===== config.mk =====
export PLATFORM = sky130hd
export DESIGN_NAME = status_merge_top
export DESIGN_NICKNAME = d
export VERILOG_FILES = /design/src/rtl/merge_pkg.sv /design/src/rtl/state_decode.sv /design/src/rtl/merge_group.sv /design/src/rtl/out_encode.sv /design/src/rtl/status_merge_top.sv
export SDC_FILE = /design/constraint.sdc
export NUM_CORES = 1
export LEC_CHECK = 0
export ABC_AREA = 1
export BUFFER_PORTS_ARGS = -buffer_cell sky130_fd_sc_hd__buf_4
export CORE_AREA = 2 2 208 210
export CTS_CLUSTER_DIAMETER = 120
export CTS_CLUSTER_SIZE = 14
export DETAILED_ROUTE_END_ITERATION = 8
export DIE_AREA = 0 0 210 212
export HOLD_SLACK_MARGIN = 0.05
export PLACE_DENSITY_LB_ADDON = 0.1
export SLEW_MARGIN = 40
export SYNTH_ARGS = -nofsm -noshare
export SYNTH_HDL_FRONTEND = slang
export SYNTH_HIERARCHICAL = 1
export SYNTH_SLANG_ARGS = --single-unit

===== constraint.sdc =====
create_clock -name clk -period 11 [get_ports clk]
set_input_delay 2.2 -clock clk [delete_from_list [all_inputs] [get_ports clk]]
set_output_delay 2.2 -clock clk [all_outputs]
set_load 0.005 [all_outputs]

===== src/rtl/merge_pkg.sv =====
package merge_pkg;
  typedef enum logic [2:0] {
    CLS_READY   = 3'd0,
    CLS_ILLEGAL = 3'd1,
    CLS_OVF     = 3'd2,
    CLS_BUSY    = 3'd3,
    CLS_OOS     = 3'd4,
    CLS_ERROR   = 3'd5,
    CLS_DISC    = 3'd6
  } sev_cls_e;

  localparam int NCLS = 7;
  localparam logic [3:0] CODE_READY = 4'b1000;

  function automatic logic [3:0] cls_to_code(input logic [2:0] c);
    case (c)
      CLS_ILLEGAL: return 4'b0011;
      CLS_OVF:     return 4'b0001;
      CLS_BUSY:    return 4'b0100;
      CLS_OOS:     return 4'b0010;
      CLS_ERROR:   return 4'b1100;
      CLS_DISC:    return 4'b0000;
      default:     return CODE_READY;
    endcase
  endfunction

  function automatic logic [NCLS-1:0] code_to_vec(input logic [3:0] code);
    logic [NCLS-1:0] v;
    v = '0;
    case (code)
      4'b1000:         v[CLS_READY] = 1'b1;
      4'b0100:         v[CLS_BUSY]  = 1'b1;
      4'b0010:         v[CLS_OOS]   = 1'b1;
      4'b0001:         v[CLS_OVF]   = 1'b1;
      4'b1100:         v[CLS_ERROR] = 1'b1;
      4'b0000, 4'b1111: v[CLS_DISC] = 1'b1;
      default:         v[CLS_ILLEGAL] = 1'b1;
    endcase
    return v;
  endfunction
endpackage


===== src/rtl/state_decode.sv =====
module state_decode
  import merge_pkg::*;
#(
  parameter int N = 20
) (
  input  logic                clk,
  input  logic                rst,
  input  logic [N*4-1:0]      code_i,
  input  logic [N-1:0]        mask_i,
  output logic [N*NCLS-1:0]   cls_o
);
  for (genvar g = 0; g < N; g++) begin : g_dec
    always_ff @(posedge clk) begin
      if (rst) cls_o[g*NCLS +: NCLS] <= '0;
      else if (mask_i[g]) cls_o[g*NCLS +: NCLS] <= '0;
      else cls_o[g*NCLS +: NCLS] <= code_to_vec(code_i[g*4 +: 4]);
    end

    assert_masked_silent_R3: assert property (@(posedge clk) disable iff (rst)
      mask_i[g] |=> (cls_o[g*NCLS +: NCLS] == '0));
    assert_one_class_R1: assert property (@(posedge clk) disable iff (rst)
      !mask_i[g] |=> ($countones(cls_o[g*NCLS +: NCLS]) == 1));
  end
endmodule


===== src/rtl/merge_group.sv =====
module merge_group
  import merge_pkg::*;
#(
  parameter int GN = 10,
  parameter int CW = 5
) (
  input  logic [GN*NCLS-1:0] cls_i,
  input  logic [2:0]         sel_i,
  output logic [NCLS-1:0]    any_o,
  output logic [CW-1:0]      cnt_o
);
  always_comb begin
    any_o = '0;
    cnt_o = '0;
    for (int i = 0; i < GN; i++) begin
      any_o = any_o | cls_i[i*NCLS +: NCLS];
      if (cls_i[i*NCLS + int'(sel_i)]) cnt_o = cnt_o + 1'b1;
    end
  end
endmodule


===== src/rtl/out_encode.sv =====
module out_encode
  import merge_pkg::*;
(
  input  logic            clk,
  input  logic            rst,
  input  logic            count_mode_i,
  input  logic [2:0]      sel_i,
  input  logic [NCLS-1:0] sev_i,
  input  logic            hit_i,
  output logic [3:0]      code_o
);
  logic [2:0] top_cls;

  always_comb begin
    top_cls = CLS_READY;
    for (int c = 0; c < NCLS; c++)
      if (sev_i[c]) top_cls = 3'(c);
  end

  always_ff @(posedge clk) begin
    if (rst) code_o <= CODE_READY;
    else if (count_mode_i) code_o <= hit_i ? cls_to_code(sel_i) : CODE_READY;
    else code_o <= cls_to_code(top_cls);
  end

  assert_legal_code_R4: assert property (@(posedge clk) disable iff (rst)
    code_o inside {4'b1000, 4'b0100, 4'b0010, 4'b0001, 4'b1100, 4'b0000, 4'b0011});
  assert_below_thr_ready_R6: assert property (@(posedge clk) disable iff (rst)
    (count_mode_i && !hit_i) |=> (code_o == CODE_READY));
  assert_empty_ready_R3: assert property (@(posedge clk) disable iff (rst)
    (!count_mode_i && sev_i == '0) |=> (code_o == CODE_READY));
endmodule


===== src/rtl/status_merge_top.sv =====
module status_merge_top
  import merge_pkg::*;
#(
  parameter int N_IN = 20,
  parameter int TW   = $clog2(N_IN + 1)
) (
  input  logic              clk,
  input  logic              rst,
  input  logic [N_IN*4-1:0] dev_code_i,
  input  logic [N_IN-1:0]   mask_i,
  input  logic              split_i,
  input  logic              count_mode_i,
  input  logic [2:0]        count_class_i,
  input  logic [TW-1:0]     threshold_i,
  output logic [3:0]        merged_a_o,
  output logic [3:0]        merged_b_o
);
  localparam int HALF = N_IN / 2;
  localparam int CW   = TW + 1;

  // stage 1: input capture
  logic [N_IN*4-1:0] code_s1;
  logic [N_IN-1:0]   mask_s1;
  logic              split_s1, mode_s1;
  logic [2:0]        sel_s1;
  logic [TW-1:0]     thr_s1;

  always_ff @(posedge clk) begin
    if (rst) begin
      code_s1 <= '0; mask_s1 <= '1; split_s1 <= 1'b0;
      mode_s1 <= 1'b0; sel_s1 <= '0; thr_s1 <= '0;
    end else begin
      code_s1 <= dev_code_i; mask_s1 <= mask_i; split_s1 <= split_i;
      mode_s1 <= count_mode_i; sel_s1 <= count_class_i; thr_s1 <= threshold_i;
    end
  end

  // stage 2: decode
  logic [N_IN*NCLS-1:0] cls_s2;
  logic                 split_s2, mode_s2;
  logic [2:0]           sel_s2;
  logic [TW-1:0]        thr_s2;

  state_decode #(.N(N_IN)) u_dec (
    .clk(clk), .rst(rst), .code_i(code_s1), .mask_i(mask_s1), .cls_o(cls_s2)
  );

  always_ff @(posedge clk) begin
    if (rst) begin
      split_s2 <= 1'b0; mode_s2 <= 1'b0; sel_s2 <= '0; thr_s2 <= '0;
    end else begin
      split_s2 <= split_s1; mode_s2 <= mode_s1; sel_s2 <= sel_s1; thr_s2 <= thr_s1;
    end
  end

  // stage 3: merge per half
  logic [NCLS-1:0] any_lo, any_hi;
  logic [CW-1:0]   cnt_lo, cnt_hi, cnt_all;

  merge_group #(.GN(HALF), .CW(CW)) u_grp_lo (
    .cls_i(cls_s2[HALF*NCLS-1:0]), .sel_i(sel_s2), .any_o(any_lo), .cnt_o(cnt_lo)
  );
  merge_group #(.GN(N_IN-HALF), .CW(CW)) u_grp_hi (
    .cls_i(cls_s2[N_IN*NCLS-1:HALF*NCLS]), .sel_i(sel_s2), .any_o(any_hi), .cnt_o(cnt_hi)
  );

  assign cnt_all = cnt_lo + cnt_hi;

  logic [NCLS-1:0] sev_a_s3, sev_b_s3;
  logic            hit_a_s3, hit_b_s3, split_s3, mode_s3;
  logic [2:0]      sel_s3;

  always_ff @(posedge clk) begin
    if (rst) begin
      sev_a_s3 <= '0; sev_b_s3 <= '0; hit_a_s3 <= 1'b0; hit_b_s3 <= 1'b0;
      split_s3 <= 1'b0; mode_s3 <= 1'b0; sel_s3 <= '0;
    end else begin
      if (split_s2) begin
        sev_a_s3 <= any_lo;
        sev_b_s3 <= any_hi;
        hit_a_s3 <= cnt_lo >= CW'(thr_s2);
        hit_b_s3 <= cnt_hi >= CW'(thr_s2);
      end else begin
        sev_a_s3 <= any_lo | any_hi;
        sev_b_s3 <= any_lo | any_hi;
        hit_a_s3 <= cnt_all >= CW'(thr_s2);
        hit_b_s3 <= cnt_all >= CW'(thr_s2);
      end
      split_s3 <= split_s2; mode_s3 <= mode_s2; sel_s3 <= sel_s2;
    end
  end

  // stage 4: encode
  out_encode u_enc_a (
    .clk(clk), .rst(rst), .count_mode_i(mode_s3), .sel_i(sel_s3),
    .sev_i(sev_a_s3), .hit_i(hit_a_s3), .code_o(merged_a_o)
  );
  out_encode u_enc_b (
    .clk(clk), .rst(rst), .count_mode_i(mode_s3), .sel_i(sel_s3),
    .sev_i(sev_b_s3), .hit_i(hit_b_s3), .code_o(merged_b_o)
  );

  assert_joined_equal_R5: assert property (@(posedge clk) disable iff (rst)
    !split_s3 |=> (merged_a_o == merged_b_o));
  assert_reset_ready_R8: assert property (@(posedge clk)
    rst |=> (merged_a_o == CODE_READY && merged_b_o == CODE_READY));
endmodule


==> results_dict.tcl <==
set metrics [dict create \
    crit_fanout 62 \
    rsz0062_at_grt "false" \
    critPathLaunchType "register" \
    internal_power_mw 1.74 \
    seq_area_um2 5730 \
    syn_to_final_growth_pct 11.0 \
    comb_power_share 0.271 \
    dr_wl_met2_mm 17.9 \
    dp_hpwl_mm 33.1 \
    post_cts_buffers 0 \
    grt_max_degree 104 \
    timing.final.crit_period_ns 9.55 \
    hold_start "sel_s1[0]" \
    fp.dieW_um 210 \
    multi_input_area_um2 8560 \
    wl_met1_mm 22.6 \
    crit_top_cell "ha_1" \
    swShare 0.324 \
    clock_latency_ns 0.56 \
    critPathSlowestCell "ha_1" \
    syn-cell-area_um2 16600 \
    initial_core_util 0.391 \
    total_power_mw 2.58 \
    grt.overflow.total 0 \
    io_buffers 119 \
    worst_pin_slew_ns 0.773 \
    setup_tns_ns 0 \
    yosys_warnings 6 \
    holdPathEnd "sel_s2[0]" \
    finalWirelength_mm 43.2 \
    nNetsFinal 2799 \
    drt-pass1-iter-count 5 \
    num_rows 76 \
    root_buffer "clkbuf_16" \
    p_leak_nw 9.31 \
    track_usage 0.195 \
    cts_buffer_depth 3 \
    netlist_instances 2541 \
    skew_ns 0.0205 \
    nFillCells 4467 \
    dieHeight_um 212 \
    outcome "finished, final reports clean" \
    grt_pass1_wl_mm 70.4 \
    cts_inserted_buffers 24 \
    post-route-period-util 0.868 \
    die_area_um2 44500 \
    clkTransAtPathRegs_ns 0.07 \
    power.density_nw_per_um2 140 \
    critPathRequiredTime_ns 11.41 \
    drt_iter0_markers 1034 \
    hold_buffers 0 \
    drc_errors 0 \
    synth_nets 2709 \
    regToRegSetupSlack_ns 1.45 \
    whs_path_depth 2 \
    seqPwrFrac 0.432 \
    syn_avg_cell_area_um2 6.53 \
    grt_pass1_vias 13977 \
    via_per_inst 4.73 \
    drive_gt1_frac 0.117 \
    cts_tree "done" \
    hold_class "reg2reg" \
    criticalPathCategory "reg2reg" \
    cp-end-kind "register" \
    drt-wirelength-per-cell_um 13.6 \
    r2r_start "sel_s2[0]" \
    r2r_end "hit_a_s3" \
    fin_util 0.434 \
    fp.coreArea_um2 42500 \
    slowest_delay_ns 0.83 \
    cp-startpoint "sel_s2[0]" \
    setup_viol 0 \
    max_freq_mhz 105 \
    pwr-share-clk 0.297 \
    crit_arrival_ns 9.96 \
    antenna_found_initial 0 \
    diodes 0 \
    drtAntennaViolNets 0 \
    drv_slew 0 \
    rr_worst_depth 46 \
    ir_worst_vdd_mv 0.0995 \
    h-tree-depth 1 \
    drv_cap 0 \
    cts_resized 0 \
    gp_congestion 0.913 \
    maxSlewHeadroom 0.480 \
    cts.sinks 286 \
    wl_met3_mm 1.87 \
    switching_power_mw 0.835 \
    top_layer "met4" \
    io_pins 120 \
    hold_violations 0 \
    vias 15026 \
]
## routing by layer
| metal | GRT usage | up-vias |
|---|---|---|
| li1 | - | 8042 |
| met1 | 0.291 | 6645 |
| met2 | 0.304 | 297 |
| met3 | 0.0229 | 42 |
| met4 | 0.0382 | 0 |
| met5 | 0 | - |
## per-stage QoR
step,instances,worst slack [ns],hold WS [ns],instance area [um^2]
floorplan,2541,3.02,0.388,16600
global placement,3151,1.67,0.392,17800
detailed placement,3151,1.51,0.397,17800
CTS,3178,1.49,0.411,18400
global route,3178,0.724,0.419,18400
finish,3178,1.45,0.405,18400
## flip-flops by register name, summed over array words and instances, names as in the netlist
register        flops
code_s1            80
hit_a_s3            1
hit_b_s3            1
mask_s1            20
mode_s1             1
mode_s2             1
mode_s3             1
sel_s1              3
sel_s2              3
sel_s3              3
sev_a_s3            6
sev_b_s3            6
split_s1            1
split_s2            1
thr_s1              5
thr_s2              5
u_dec/cls_o       140
u_enc_a/code_o      4
u_enc_b/code_o      4
## power groups by stage
stage	Sequential, mW	Clock, mW	Combinational, mW
2_1_floorplan	1.12	0	0.545
6_report	1.11	0.764	0.700
4_1_cts	1.11	0.808	0.701
3_3_place_gp	1.14	0	0.686
5_1_grt	1.12	0.837	0.814
3_5_place_dp	1.14	0	0.696
## cell usage in the layout, fill, tap and decap left out, types with 7 or more instances in the layout
master and instances:
a21oi_1 89, a21oi_2 24, buf_4 122, clkbuf_16 24, dfxtp_1 284, ha_1 55
inv_1 475, inv_2 16, nand2_1 568, nand2_2 33, nand2_4 27, nand3_1 141
nand3_2 21, nand3b_1 7, nand4_1 20, nor2_1 373, nor2_2 12, nor3_1 99
nor4_1 27, o211ai_1 26, o21ai_0 62, o21ai_1 27, or2_1 20, or2_2 10
## worst max-delay path: cells and delay by family (launching register included)
kind / cells / cell delay [ns]
AND/OR/NAND/NOR: 19 / 2.38
buffers and inverters: 7 / 1.18
flip-flops: 1 / 0.76
XOR/XNOR: 1 / 0.12
adder cells (fa/ha/maj): 10 / 3.47
AO/OA/AOI/OAI: 9 / 1.46
## worst max path at each step
stage	endpoint
global route	hit_a_s3
finish	hit_a_s3
global placement	hit_b_s3
detailed placement	hit_a_s3
floorplan	hit_a_s3
CTS	hit_a_s3
## area by class of cell
type | instances | share of cell area
inverters | 498 | 0.102
clock buffers | 25 | 0.0328
clock inverters | 2 | 0.00210
flip-flops and latches | 286 | 0.311
well taps | 546 | 0.0371
repair buffers | 124 | 0.0509
multi-input cells | 1697 | 0.464
No activity file was read; power rests on OpenSTA's default activity.
